===== src/rtl/adc_ilv_pkg.sv =====
package adc_ilv_pkg;
  localparam int unsigned NUM_CORES = 4;
  localparam int unsigned DATA_W    = 12;
  localparam int unsigned GAIN_W    = 16;
  localparam int unsigned GAIN_FRAC = 15;
  localparam int unsigned EST_SHIFT = 10;
endpackage


===== src/rtl/adc_ilv_lane.sv =====
module adc_ilv_lane #(
  parameter int unsigned IDX       = 0,
  parameter int unsigned DATA_W    = 12,
  parameter int unsigned GAIN_W    = 16,
  parameter int unsigned GAIN_FRAC = 15,
  parameter int unsigned EST_SHIFT = 10,
  parameter int unsigned CORE_W    = 2
) (
  input  logic              clk_i,
  input  logic              rst_ni,
  input  logic [DATA_W-1:0] data_i,
  input  logic              valid_i,
  input  logic              bg_mode_i,
  input  logic              coef_we_i,
  input  logic [CORE_W-1:0] coef_sel_i,
  input  logic [DATA_W-1:0] coef_off_i,
  input  logic [GAIN_W-1:0] coef_gain_i,
  output logic [DATA_W-1:0] corr_o,
  output logic              corr_valid_o
);
  localparam int unsigned ACC_W  = DATA_W + EST_SHIFT + 2;
  localparam int unsigned DIFF_W = DATA_W + 1;
  localparam int unsigned PROD_W = DIFF_W + GAIN_W + 1;
  localparam logic [GAIN_W-1:0] GAIN_ONE = GAIN_W'(1) << GAIN_FRAC;
  localparam logic signed [PROD_W-1:0] SAT_MAX = (PROD_W'(1) <<< (DATA_W-1)) - PROD_W'(1);
  localparam logic signed [PROD_W-1:0] SAT_MIN = -SAT_MAX - PROD_W'(1);

  logic signed [DATA_W-1:0] cap_q, off_q, mean_d;
  logic                     cap_v_q, sel_hit;
  logic [GAIN_W-1:0]        gain_q;
  logic signed [ACC_W-1:0]  acc_q, acc_d, x_ext, leak;
  logic signed [DIFF_W-1:0] diff;
  logic signed [PROD_W-1:0] diff_x, gain_x, prod, scaled;
  logic [DATA_W-1:0]        sat;

  assign sel_hit = coef_we_i && (coef_sel_i == CORE_W'(IDX));

  // leaky mean estimator
  assign x_ext  = {{(ACC_W-DATA_W){data_i[DATA_W-1]}}, data_i};
  assign leak   = acc_q >>> EST_SHIFT;
  assign acc_d  = acc_q + x_ext - leak;
  assign mean_d = DATA_W'(acc_d >>> EST_SHIFT);

  always_ff @(posedge clk_i or negedge rst_ni) begin
    if (!rst_ni) begin
      cap_q   <= '0;
      cap_v_q <= 1'b0;
      acc_q   <= '0;
      off_q   <= '0;
      gain_q  <= GAIN_ONE;
    end else begin
      cap_v_q <= valid_i;
      if (valid_i) begin
        cap_q <= data_i;
        acc_q <= acc_d;
      end
      if (bg_mode_i) begin
        if (valid_i) off_q <= mean_d;
      end else if (sel_hit) begin
        off_q <= coef_off_i;
      end
      if (sel_hit) gain_q <= coef_gain_i;
    end
  end

  // correction on captured word
  assign diff   = {cap_q[DATA_W-1], cap_q} - {off_q[DATA_W-1], off_q};
  assign diff_x = PROD_W'(diff);
  assign gain_x = {{(PROD_W-GAIN_W){1'b0}}, gain_q};
  assign prod   = diff_x * gain_x;
  assign scaled = prod >>> GAIN_FRAC;

  always_comb begin
    if (scaled > SAT_MAX)      sat = SAT_MAX[DATA_W-1:0];
    else if (scaled < SAT_MIN) sat = SAT_MIN[DATA_W-1:0];
    else                       sat = scaled[DATA_W-1:0];
  end

  assign corr_o       = sat;
  assign corr_valid_o = cap_v_q;


  fg_coef_hold_chk: assert property (@(posedge clk_i) disable iff (!rst_ni)
    !bg_mode_i && !sel_hit |=> $stable(off_q) && $stable(gain_q));

  bg_off_ignore_chk: assert property (@(posedge clk_i) disable iff (!rst_ni)
    bg_mode_i && !valid_i |=> $stable(off_q));
endmodule


===== src/rtl/adc_ilv_align.sv =====
module adc_ilv_align #(
  parameter int unsigned NUM_CORES = 4,
  parameter int unsigned DATA_W    = 12,
  parameter int unsigned CORE_W    = 2
) (
  input  logic                          clk_i,
  input  logic                          rst_ni,
  input  logic [NUM_CORES*DATA_W-1:0]   wr_data_i,
  input  logic [NUM_CORES-1:0]          wr_valid_i,
  input  logic                          hold_i,
  output logic [DATA_W-1:0]             out_data_o,
  output logic                          out_valid_o,
  output logic [CORE_W-1:0]             out_core_o
);
  localparam logic [CORE_W-1:0] LAST = CORE_W'(NUM_CORES-1);

  logic [DATA_W-1:0]    buf_q [NUM_CORES];
  logic [NUM_CORES-1:0] full_q, full_d, rd_hit;
  logic [CORE_W-1:0]    rd_ptr_q, out_core_q;
  logic [DATA_W-1:0]    out_data_q;
  logic                 primed_q, release_w, out_valid_q;

  assign release_w = (primed_q || (&full_q)) && full_q[rd_ptr_q];

  always_comb begin
    rd_hit = '0;
    rd_hit[rd_ptr_q] = release_w;
    for (int k = 0; k < NUM_CORES; k++) begin
      // a new word wins over the release of the old one
      full_d[k] = wr_valid_i[k] | (full_q[k] & ~rd_hit[k]);
    end
  end

  always_ff @(posedge clk_i or negedge rst_ni) begin
    if (!rst_ni) begin
      for (int k = 0; k < NUM_CORES; k++) buf_q[k] <= '0;
      full_q      <= '0;
      rd_ptr_q    <= '0;
      primed_q    <= 1'b0;
      out_valid_q <= 1'b0;
      out_data_q  <= '0;
      out_core_q  <= '0;
    end else begin
      for (int k = 0; k < NUM_CORES; k++) begin
        if (wr_valid_i[k]) buf_q[k] <= wr_data_i[k*DATA_W +: DATA_W];
      end
      full_q      <= full_d;
      primed_q    <= primed_q | (&full_q);
      out_valid_q <= release_w & ~hold_i;
      if (release_w) begin
        out_data_q <= buf_q[rd_ptr_q];
        out_core_q <= rd_ptr_q;
        rd_ptr_q   <= (rd_ptr_q == LAST) ? '0 : rd_ptr_q + CORE_W'(1);
      end
    end
  end

  assign out_data_o  = out_data_q;
  assign out_valid_o = out_valid_q;
  assign out_core_o  = out_core_q;


  core_order_chk: assert property (@(posedge clk_i) disable iff (!rst_ni)
    out_valid_q && $past(out_valid_q) |->
      out_core_q == (($past(out_core_q) == LAST) ? '0 : $past(out_core_q) + CORE_W'(1)));

  primed_first_chk: assert property (@(posedge clk_i) disable iff (!rst_ni)
    out_valid_q |-> primed_q);

  fg_drop_chk: assert property (@(posedge clk_i) disable iff (!rst_ni)
    hold_i |=> !out_valid_q);

  empty_stall_chk: assert property (@(posedge clk_i) disable iff (!rst_ni)
    !full_q[rd_ptr_q] |=> !out_valid_q && $stable(rd_ptr_q));
endmodule


===== src/rtl/adc_ilv_recombiner.sv =====
module adc_ilv_recombiner
  import adc_ilv_pkg::*;
#(
  parameter int unsigned N_CORES = NUM_CORES,
  parameter int unsigned D_W     = DATA_W,
  parameter int unsigned G_W     = GAIN_W,
  parameter int unsigned G_FRAC  = GAIN_FRAC,
  parameter int unsigned E_SHIFT = EST_SHIFT,
  localparam int unsigned C_W    = (N_CORES > 1) ? $clog2(N_CORES) : 1
) (
  input  logic                     clk_i,
  input  logic                     rst_ni,
  input  logic [N_CORES*D_W-1:0]   core_data_i,
  input  logic [N_CORES-1:0]       core_valid_i,
  input  logic                     bg_mode_i,
  input  logic                     coef_we_i,
  input  logic [C_W-1:0]           coef_sel_i,
  input  logic [D_W-1:0]           coef_off_i,
  input  logic [G_W-1:0]           coef_gain_i,
  output logic [D_W-1:0]           out_data_o,
  output logic                     out_valid_o,
  output logic [C_W-1:0]           out_core_o
);
  logic [N_CORES*D_W-1:0] corr_w;
  logic [N_CORES-1:0]     corr_v_w;
  logic                   hold_w;

  assign hold_w = coef_we_i & ~bg_mode_i;

  for (genvar k = 0; k < N_CORES; k++) begin : g_lane
    adc_ilv_lane #(
      .IDX(k), .DATA_W(D_W), .GAIN_W(G_W), .GAIN_FRAC(G_FRAC),
      .EST_SHIFT(E_SHIFT), .CORE_W(C_W)
    ) u_lane (
      .clk_i       (clk_i),
      .rst_ni      (rst_ni),
      .data_i      (core_data_i[k*D_W +: D_W]),
      .valid_i     (core_valid_i[k]),
      .bg_mode_i   (bg_mode_i),
      .coef_we_i   (coef_we_i),
      .coef_sel_i  (coef_sel_i),
      .coef_off_i  (coef_off_i),
      .coef_gain_i (coef_gain_i),
      .corr_o      (corr_w[k*D_W +: D_W]),
      .corr_valid_o(corr_v_w[k])
    );
  end

  adc_ilv_align #(.NUM_CORES(N_CORES), .DATA_W(D_W), .CORE_W(C_W)) u_align (
    .clk_i      (clk_i),
    .rst_ni     (rst_ni),
    .wr_data_i  (corr_w),
    .wr_valid_i (corr_v_w),
    .hold_i     (hold_w),
    .out_data_o (out_data_o),
    .out_valid_o(out_valid_o),
    .out_core_o (out_core_o)
  );
endmodule


===== config.mk =====
export PLATFORM = sky130hd
export DESIGN_NAME = adc_ilv_recombiner
export DESIGN_NICKNAME = d
export VERILOG_FILES = /design/src/rtl/adc_ilv_pkg.sv /design/src/rtl/adc_ilv_lane.sv /design/src/rtl/adc_ilv_align.sv /design/src/rtl/adc_ilv_recombiner.sv
export SDC_FILE = /design/constraint.sdc
export NUM_CORES = 2
export LEC_CHECK = 0
export ABC_CLOCK_PERIOD_IN_PS = 7750
export BUFFER_PORTS_ARGS = -buffer_cell sky130_fd_sc_hd__clkbuf_2
export CAP_MARGIN = 40
export CORE_UTILIZATION = 32
export DETAILED_ROUTE_END_ITERATION = 12
export PLACE_DENSITY = 0.45
export SLEW_MARGIN = 0
export SYNTH_ARGS = -nofsm -noshare
export SYNTH_HDL_FRONTEND = slang
export SYNTH_SLANG_ARGS = --single-unit

===== constraint.sdc =====
create_clock -name clk_i -period 7.75 [get_ports clk_i]
set_input_delay 1.55 -clock clk_i [delete_from_list [all_inputs] [get_ports clk_i]]
set_output_delay 1.55 -clock clk_i [all_outputs]
set_load 0.03 [all_outputs]

==> results summary <==
Static timing analysis puts the maximum clock frequency at 0.128 GHz. The global routing usage summed across all routing layers came out at 18.5%. The proportion of synthesized flip-flops having asynchronous set or reset is 100%. In the final layout, the share of cells above drive strength 1 is 17.5%. The largest driver fanout on the critical path is 6. The iteration-0 DRC count of the detailed router came out at 1,590. Setup violations remaining at the end of the flow were counted as 22. Counting cells, the worst reg-to-reg path comes to 35. The total half-perimeter wirelength after legalization and detailed placement came out at 113 mm. The clock period minus final worst setup slack is 7840 ps. The number of enable-type register cells in the synthesized netlist is 0. The flow ran to the end, but the final reports show violations. The worst relative slew slack is 44.9%.

The area of the die came out at 155,000 µm². The total number of clock tree sinks came out at 330. The total count of max-transition violations in the final report came to 0. The routability congestion estimate is 0.818. The number of synthesis warnings came out at 0. The final wirelength is 141 mm. The CTS tree is done. The number of buffer cells added on primary ports is 100. The tree is rooted in a sky130_fd_sc_hd__clkbuf_16.

The critical path buffer and inverter count is 8. The most frequent cell on the critical path is sky130_fd_sc_hd__fa_1. The flop and latch count out of synthesis came out at 330.

The slack of the worst reg-to-reg path came out at -90 ps. The final reports fail on setup timing. The startpoint of the lowest-slack hold path is g_lane[3].u_lane.off_q[11]. The global-route wire length before repair is 226 mm. Summing every instance area after synthesis gives 49,000 µm². The path with the worst hold slack has its endpoint at g_lane[3].u_lane.off_q[11]. Setup total negative slack on the finished layout was measured at -1140 ps.

The wire length per cell after detailed routing came out at 18.3 µm. The first TritonRoute pass finished after 5 iterations. The synthesized net count came out at 6,648.

The chip width is 393 µm. The cell depth of the worst hold path is 1. Counting every instance in the synthesized netlist gives 5,310. The clock passes through at most 3 buffers. STA classifies the critical path endpoint as a flip-flop. The average size of a mapped cell is 9.23 µm².

The net count of the finished layout is 7,007. Sorting the synthesized cells by area gives the leading types as sky130_fd_sc_hd__fa_1 (29%), sky130_fd_sc_hd__dfrtp_1 (17%), sky130_fd_sc_hd__ha_1 (14%). The startpoint class of the critical path is a flip-flop. The site row count came out at 143. The final hold violation count came out at 0. In this run the worst hold path is classified as reg2reg. The via count is 36,367. The total grt overflow is 0.

The worst setup slack after placement came out at -729 ps. Of the available clock period, the critical path in the final layout requires 101%. The detailed-route vias per instance came out at 4.70. Setup repair after global routing could not meet its margin everywhere. The level count of the clock H-tree is 2. Grouping stages by cell kind, the critical path spends the most delay in adder cells. After detailed routing, no signal wire sits above met5.

In this run the critical register-to-register path is launched from g_lane[2].u_lane.off_q[0]. The met3 routed wirelength came out at 4.72 mm. The critical path in this run is classified as reg2reg. Summed over all instances, the cell type with the most area after synthesis is sky130_fd_sc_hd__fa_1.

At the pin with the least slew margin, the transition time is 826 ps. Between clock sinks in the finished design, the worst skew comes to 21.3 ps. The area inside the core boundary came out at 152,000 µm².

The data required time of the worst path came out at 8250 ps. The sequential-to-total area share from yosys stat is 16.9%. The worst endpoint data arrival time is 8340 ps. The utilization of the core after routing came out at 37.9%. The post-detailed-route DRC marker count came out at 0. The setup slack after layout is -85.7 ps. The number of clock buffers inserted by TritonCTS came out at 49. The initial antenna violation count was 9. In the synthesized netlist the dominant register cell turns out to be sky130_fd_sc_hd__dfrtp_1. The signed area change from the synthesized netlist to the final layout is 17.5%. The clock reaches the later pin of the worst-skew pair after 630 ps. The delay contributed by the slowest stage of the critical path is 540 ps. The pin count of the biggest net entering global routing is 104. The largest individual stage delay along the critical path comes from the cell sky130_fd_sc_hd__fa_1. The clock transition at the registers of the reported paths is 60 ps. The share of the synthesized area in the top cell type is 28.9%. In this run, post-CTS hold repair placed 0 buffers.

The distinct cell type count of the synthesized netlist is 86. For this configuration, the core starts out at a cell density of 32.3%. The max-cap violation count is 0.

The worst register-to-register path ends at u_align.buf_q[16]. Counting the fill cells in the layout gives 15,423. The via count of the first global-routing pass came out at 38,608. The residual antenna-violating net count after detailed routing is 0. The vertical die dimension came out at 393 µm. The number of I/O pins came out at 101. For this block, wires on met1 add up to 68.2 mm. After detailed routing, the met2 layer carries 65.5 mm of wire.
## placed cells by master, fill, tap and decap left out, types with 130 or more instances in the layout
master,n
sky130_fd_sc_hd__fa_1,699
sky130_fd_sc_hd__mux2_2,143
sky130_fd_sc_hd__and2_1,156
sky130_fd_sc_hd__o21ai_0,152
sky130_fd_sc_hd__nand2_1,665
sky130_fd_sc_hd__buf_4,343
sky130_fd_sc_hd__nor2_1,202
sky130_fd_sc_hd__nand2b_1,130
sky130_fd_sc_hd__dfrtp_1,325
sky130_fd_sc_hd__inv_1,1024
sky130_fd_sc_hd__ha_1,516
## state kept, by name, indices dropped and copies added (netlist names)
register	count
g_lane.u_lane.acc_q	96
g_lane.u_lane.cap_q	48
g_lane.u_lane.corr_valid_o	4
g_lane.u_lane.gain_q	64
g_lane.u_lane.off_q	48
u_align.buf_q	48
u_align.full_q	4
u_align.out_core_o	2
u_align.out_data_o	12
u_align.out_valid_o	1
u_align.primed_q	1
u_align.rd_ptr_q	2
## worst max-delay path by stage
| stage | slack, ps | cells past startpoint | endpoint | start |
|---|---|---|---|---|
| after floorplan | 10 | 35 | u_align.buf_q[39] | g_lane[0].u_lane.cap_q[0] |
| after global placement | -640 | 32 | u_align.buf_q[38] | g_lane[0].u_lane.off_q[1] |
| after detailed placement | -730 | 32 | u_align.buf_q[37] | g_lane[0].u_lane.off_q[0] |
| after CTS | -210 | 32 | u_align.buf_q[36] | g_lane[0].u_lane.off_q[1] |
| after global routing | -410 | 35 | u_align.buf_q[16] | g_lane[2].u_lane.off_q[0] |
| final | -90 | 35 | u_align.buf_q[16] | g_lane[2].u_lane.off_q[0] |
## per-stage QoR
stage          hold slack [ps]  instance area (µm²)  cells
6_report                   477                57600   7740
5_1_grt                    504                57600   7738
4_1_cts                    479                56500   7712
3_5_place_dp               463                54100   7581
3_3_place_gp               455                53900   7571
2_1_floorplan              435                49000   5310
## kinds of logic after synthesis
group	Yosys count	synth area share [%]
AOI/OAI and AO/OA	668	8.92
DFF	330	16.9
and+or+nand+nor	1465	14.2
xor gates and xnor gates	146	2.61
adders and majority gates	1252	42.8
muxes	216	5.12
buffers and inverters	1233	9.52
## synthesized netlist by cell type, drive strengths merged (29+ instances only)
| library cell | instances |
|---|---|
| ha | 544 |
| clkbuf | 160 |
| mux2 | 147 |
| a21oi | 147 |
| buf | 33 |
| or2 | 30 |
| a21boi | 29 |
| a211oi | 38 |
| nand3 | 39 |
| o21ai | 192 |
| nor2 | 211 |
| xor2 | 56 |
| xnor2 | 90 |
| nor2b | 92 |
| nor3 | 46 |
| inv | 1040 |
| nand2 | 676 |
| dfrtp | 326 |
| a21o | 90 |
| mux2i | 56 |
| nand2b | 130 |
| and2 | 158 |
| fa | 708 |
## area by class of cell
cell class | count | area, µm² | area share, %
Antenna cell | 2 | 5.00 | 0.00869
Clock buffer | 70 | 1430 | 2.48
Clock inverter | 20 | 234 | 0.406
Inverter | 1040 | 3900 | 6.78
Multi-Input combinational cell | 3749 | 37200 | 64.7
Sequential cell | 330 | 8260 | 14.3
Tap cell | 2030 | 2540 | 4.41
Timing Repair Buffer | 499 | 3990 | 6.92
## layer usage
layer  up-vias  track usage (%)
li1      17504                -
met1     18253             26.5
met2       500             30.2
met3       108             1.82
met4         2             3.80
met5         -                0
## repair_timing
action	in CTS	in global routing
pin swaps	86	145
buffers inserted	38	26
setup endpoints to repair	48	48
gates cloned	4	3
resized for setup	132	188
## worst register-to-register path, delay by kind of cell, from the launching register on
kind	cells	cell delay, ps
DFF	1	430
adders and majority gates	8	3430
buffers and inverters	8	880
and+or+nand+nor	4	390
AOI/OAI and AO/OA	14	2310
muxes	1	290
Power is left out: the tool's default activity adds up to more than one toggle a clock period on the data nets, which glitch-free logic cannot reach.
